==> config.mk <==
export PLATFORM = sky130hd
export DESIGN_NAME = iack_ctrl
export DESIGN_NICKNAME = d
export VERILOG_FILES = /design/src/rtl/iack_pkg.sv /design/src/rtl/iack_seq.sv /design/src/rtl/iack_capture.sv /design/src/rtl/iack_ctrl.sv
export SDC_FILE = /design/constraint.sdc
export NUM_CORES = 1
export LEC_CHECK = 0
export BUFFER_PORTS_ARGS = -buffer_cell sky130_fd_sc_hd__buf_4
export CAP_MARGIN = 10
export CORE_MARGIN = 2
export CORE_UTILIZATION = 40
export DETAILED_ROUTE_END_ITERATION = 16
export HOLD_SLACK_MARGIN = 0.03
export PLACE_DENSITY_LB_ADDON = 0.12
export SYNTH_ARGS = -nofsm -noshare
export SYNTH_HDL_FRONTEND = slang
export SYNTH_HIERARCHICAL = 1
export SYNTH_SLANG_ARGS = --single-unit
==> constraint.sdc <==
create_clock -name clk_i -period 2.2 [get_ports clk_i]
set_clock_uncertainty 0.1 [all_clocks]
set_input_delay 0 -clock clk_i [delete_from_list [all_inputs] [get_ports clk_i]]
set_output_delay 0 -clock clk_i [all_outputs]
set_load 0.005 [all_outputs]
==> src/rtl/iack_pkg.sv <==
package iack_pkg;
  typedef enum logic [2:0] {
    PH_IDLE = 3'd0,
    PH_T1   = 3'd1,
    PH_T2   = 3'd2,
    PH_T3   = 3'd3,
    PH_TW   = 3'd4,
    PH_T4   = 3'd5
  } phase_e;
endpackage

==> src/rtl/iack_seq.sv <==
module iack_seq
  import iack_pkg::*;
#(
  parameter int CYCLES = 2
) (
  input  logic   clk_i,
  input  logic   rst_ni,
  input  logic   req_i,
  input  logic   rdy_i,
  output phase_e phase_o,
  output logic   lock_o,
  output logic   ack_o,
  output logic   cap_o
);
  localparam int CNT_W = (CYCLES > 1) ? $clog2(CYCLES) : 1;
  localparam logic [CNT_W-1:0] LAST = CNT_W'(CYCLES - 1);

  phase_e           phase_q, phase_d;
  logic [CNT_W-1:0] cyc_q, cyc_d;
  logic             strobe_end;

  assign strobe_end = (phase_q == PH_T3 || phase_q == PH_TW) && rdy_i;

  always_comb begin
    phase_d = phase_q;
    cyc_d   = cyc_q;
    unique case (phase_q)
      PH_IDLE: if (req_i) begin
        phase_d = PH_T1;
        cyc_d   = '0;
      end
      PH_T1: phase_d = PH_T2;
      PH_T2: phase_d = PH_T3;
      PH_T3, PH_TW: phase_d = rdy_i ? PH_T4 : PH_TW;
      PH_T4: begin
        if (cyc_q == LAST) phase_d = PH_IDLE;
        else begin
          phase_d = PH_T1;
          cyc_d   = cyc_q + 1'b1;
        end
      end
      default: phase_d = PH_IDLE;
    endcase
  end

  always_ff @(posedge clk_i or negedge rst_ni) begin
    if (!rst_ni) begin
      phase_q <= PH_IDLE;
      cyc_q   <= '0;
    end else begin
      phase_q <= phase_d;
      cyc_q   <= cyc_d;
    end
  end

  assign phase_o = phase_q;
  assign lock_o  = (phase_q != PH_IDLE);
  assign ack_o   = (phase_q == PH_T2) || (phase_q == PH_T3) || (phase_q == PH_TW);
  // only the final cycle's sample is kept
  assign cap_o   = strobe_end && (cyc_q == LAST);


  ack_under_lock_chk: assert property (@(posedge clk_i) disable iff (!rst_ni)
    ack_o |-> lock_o);

  ack_after_t1_chk: assert property (@(posedge clk_i) disable iff (!rst_ni)
    (phase_q == PH_T1) |=> ack_o);

  wait_insert_chk: assert property (@(posedge clk_i) disable iff (!rst_ni)
    ((phase_q == PH_T3 || phase_q == PH_TW) && !rdy_i) |=> ack_o);

  req_ignored_chk: assert property (@(posedge clk_i) disable iff (!rst_ni)
    (phase_q == PH_T2 && req_i) |=> (phase_q == PH_T3));
endmodule

==> src/rtl/iack_capture.sv <==
module iack_capture #(
  parameter int DATA_W = 16,
  parameter int VEC_W  = 8
) (
  input  logic              clk_i,
  input  logic              rst_ni,
  input  logic              cap_i,
  input  logic [DATA_W-1:0] data_i,
  output logic [VEC_W-1:0]  vec_o,
  output logic              valid_o
);
  logic [VEC_W-1:0] low_byte;

  generate
    if (DATA_W == VEC_W) begin : g_full
      assign low_byte = data_i;
    end else begin : g_slice
      assign low_byte = data_i[VEC_W-1:0];
    end
  endgenerate

  always_ff @(posedge clk_i or negedge rst_ni) begin
    if (!rst_ni) begin
      vec_o   <= '0;
      valid_o <= 1'b0;
    end else begin
      valid_o <= cap_i;
      if (cap_i) vec_o <= low_byte;
    end
  end


  valid_pulse_chk: assert property (@(posedge clk_i) disable iff (!rst_ni)
    valid_o |=> !valid_o);

  vec_hold_chk: assert property (@(posedge clk_i) disable iff (!rst_ni)
    !cap_i |=> $stable(vec_o));
endmodule

==> src/rtl/iack_ctrl.sv <==
module iack_ctrl
  import iack_pkg::*;
#(
  parameter int DATA_W = 16,
  parameter int VEC_W  = 8,
  parameter int CYCLES = 2
) (
  input  logic              clk_i,
  input  logic              rst_ni,
  input  logic              req_i,
  input  logic              rdy_i,
  input  logic [DATA_W-1:0] data_i,
  output logic              lock_o,
  output logic              ack_o,
  output logic              rd_o,
  output logic [VEC_W-1:0]  vec_o,
  output logic              vec_valid_o
);
  phase_e phase;
  logic   cap;

  iack_seq #(.CYCLES(CYCLES)) u_seq (
    .clk_i   (clk_i),
    .rst_ni  (rst_ni),
    .req_i   (req_i),
    .rdy_i   (rdy_i),
    .phase_o (phase),
    .lock_o  (lock_o),
    .ack_o   (ack_o),
    .cap_o   (cap)
  );

  iack_capture #(.DATA_W(DATA_W), .VEC_W(VEC_W)) u_cap (
    .clk_i   (clk_i),
    .rst_ni  (rst_ni),
    .cap_i   (cap),
    .data_i  (data_i),
    .vec_o   (vec_o),
    .valid_o (vec_valid_o)
  );

  assign rd_o = 1'b0;


  valid_in_t4_chk: assert property (@(posedge clk_i) disable iff (!rst_ni)
    vec_valid_o |-> (lock_o && phase == PH_T4));
endmodule

==> impl_metrics.py <==
metrics = {
    "status": {
        "outcome": "finished clean",
    },
    "timing": {
        "hold_viol": 0,
        "rsz0062_at_grt": "false",
        "setup_tns_ps": 0,
        "tightest_slew_ps": 575,
        "timing.fmax_mhz": 564,
        "setup_violations": 0,
        "worst_slew_margin_rel_pct": 61.5,
        "hold_slack_ps": 98.7,
        "post-route-period-util_pct": 80.5,
        "fin_ws_ps": 428,
        "min_period_ps": 1770,
        "report.final.slew_viol_count": 0,
    },
    "placement": {
        "dp_slack_ps": 474,
        "postPlaceCellArea_um2": 753,
        "port_buffers": 22,
        "place_inst": 78,
        "gp_congestion": 0.707,
    },
    "setup_path": {
        "cp-start-kind": "register",
        "crit_type": "reg -> reg",
        "crit_fanout": 9,
        "cp.required_ps": 2270,
        "arrival_ps": 1840,
        "crit_path_end_kind": "register",
    },
    "layout": {
        "layoutNonFillerInstCount": 94,
        "drive_above_1_share_pct": 44.3,
        "antenna_cells": 0,
        "final_nets": 100,
        "final_util_pct": 66.6,
        "area_delta_synth_final_pct": 51.1,
        "nFillCells": 105,
        "final_cell_area_um2": 900,
    },
    "grt": {
        "grt_pass1_vias": 470,
        "met2_usage_pct": 23.4,
        "met3_usage_pct": 3.88,
        "grtUsageMet1_pct": 23.2,
        "grt_usage_pct": 16.6,
        "busiest_layer": "met2",
        "antenna_found_initial": 0,
        "overflow": 0,
        "grt_pass1_wl_mm": 2.15,
        "grt_max_degree": 14,
    },
    "cts": {
        "root_buffer": "clkbuf_4",
        "cts-resized-gates": 0,
        "cts_inserted_buffers": 3,
        "clockBufferDepth": 2,
        "cts_tree": "yes",
        "path_clk_slew_ps": 80,
        "cts_max_level": 1,
        "post_cts_buffers": 0,
        "clock_sinks": 13,
        "clock_latency_ps": 280,
    },
    "logic_synthesis": {
        "syn_area_um2": 596,
        "avgSynthCellArea_um2": 13.9,
        "ys_seq_elements": 13,
        "ys_seq_area_share_pct": 54.6,
        "synth_warnings": 6,
        "syn_inst": 43,
        "yosys.cell_types.count": 20,
        "syn-num-nets": 63,
    },
    "worst_hold_path": {
        "hp-class": "in -> reg",
    },
    "flow_run": {
        "drv_cap": 0,
    },
    "die": {
        "die_x_um": 42.6,
        "start_util_pct": 44.1,
        "dieArea_um2": 1810,
        "rows": 13,
        "core_area_um2": 1350,
        "dieHeight_um": 42.6,
        "io_pins": 32,
    },
    "detailed_routing": {
        "antenna_left": 0,
        "post_drt_wl_per_cell_um": 13.1,
        "via_per_inst": 4.93,
        "first_iter_violations": 3,
        "first_pass_iters": 2,
        "drt_wl_total_mm": 1.23,
        "drc": 0,
        "vias": 463,
    },
    "power_and_ir_drop": {
        "p_leak_nw": 0.454,
        "ir_drop_v": 0.000509,
        "power_mw": 1.01,
        "p_per_area_nw_per_um2": 1120,
    },
}
-- logic make-up (layout without fill, tap and decap cells) --
family                    after synthesis  in the layout  share of synthesized area [%]
buffers and inverters                   4             40                           6.30
and+or+nand+nor                         9              9                           7.77
AOI/OAI and AO/OA                       6              6                           6.72
xor gates and xnor gates                1              1                           1.47
other                                   1              1                          0.630
DFF                                    13             13                           54.6
muxes                                   9              9                           22.5
-- final timing paths --
kind                            depth (start not counted)  slack (ps)                         end                          from
worst min-delay path                                    3         100     u_cap/valid_o$_DFF_PN0_                         rdy_i
min in group asynchronous                               3         680     u_cap/valid_o$_DFF_PN0_                        rst_ni
worst max register to register                          5         430  u_cap/vec_o[6]$_DFFE_PN0P_  u_seq/phase_o[1]$_DFFE_PN0P_
max in group asynchronous                               3         940  u_cap/vec_o[3]$_DFFE_PN0P_                        rst_ni
worst max-delay path                                    5         430  u_cap/vec_o[6]$_DFFE_PN0P_  u_seq/phase_o[1]$_DFFE_PN0P_
worst min register to register                          1         410  u_cap/vec_o[2]$_DFFE_PN0P_    u_cap/vec_o[2]$_DFFE_PN0P_
-- sequential cells by signal, indices dropped and copies added, names as in the netlist --
name	cells
u_seq/phase_o	3
u_cap/vec_o	8
u_cap/valid_o	1
u_seq/cyc_q	1
-- metal layers --
metal	wire length [um]	vias to the layer above
met5	0	-
met4	26	0
met3	64	4
met2	566	20
met1	577	224
li1	-	215
-- final cells by class --
class	instances	area, um^2	area share (%)
clock buffer	4	26.3	2.92
inverter	1	3.75	0.417
multi-input combinational	26	233	25.9
sequential	13	325	36.2
tap	15	18.8	2.09
timing repair buffer	35	293	32.5
-- layout by cell type, fill, tap and decap left out --
cell type / Yosys / final
buf_4: 1 / 23
dfrtp_1: 13 / 13
dlygate4sd3_1: 0 / 12
mux2_4: 8 / 8
clkbuf_4: 0 / 3
nor2_1: 3 / 3
nand2b_1: 2 / 2
o21ai_0: 2 / 2
conb_1: 1 / 1
clkbuf_1: 0 / 1
o21ai_1: 1 / 1
mux2i_2: 1 / 1
and3_1: 1 / 1
or3_1: 1 / 1
inv_1: 1 / 1
nand2_1: 1 / 1
o221ai_1: 1 / 1
xnor2_1: 1 / 1
nor2b_1: 1 / 1
a21boi_1: 1 / 1
o22a_1: 1 / 1
-- worst max-delay path, cell delays in order, from the launching register on --
cell	delay, ps
dfrtp_1	450
nand2b_1	220
mux2i_2	190
and3_1	170
buf_4	200
mux2_4	320
-- repair_timing --
| action | CTS | global route |
|---|---|---|
| hold buffers | 12 | 0 |
| setup endpoints to repair | 0 | 0 |
| hold endpoints to repair | 23 | 0 |
-- power breakdown --
group / internal, mW / total, mW / switching (mW) / leakage (nW)
clock: 0.0704 / 0.148 / 0.0779 / 0.0150
sequential: 0.336 / 0.424 / 0.0885 / 0.169
combinational: 0.300 / 0.437 / 0.137 / 0.269
total: 0.706 / 1.01 / 0.303 / 0.454
-- cell usage after synthesis --
cell      number  area [um^2]
a21boi_1       1         7.51
and3_1         1         6.26
buf_4          1         7.51
buf_6          1         11.3
buf_8          1         15.0
conb_1         1         3.75
dfrtp_1       13          325
inv_1          1         3.75
mux2_4         8          120
mux2i_2        1         13.8
nand2_1        1         3.75
nand2b_1       2         12.5
nor2_1         3         11.3
nor2b_1        1         6.26
o21ai_0        2         10.0
o21ai_1        1         5.00
o221ai_1       1         8.76
o22a_1         1         8.76
or3_1          1         6.26
xnor2_1        1         8.76
Power figures use the tool's default switching activity.
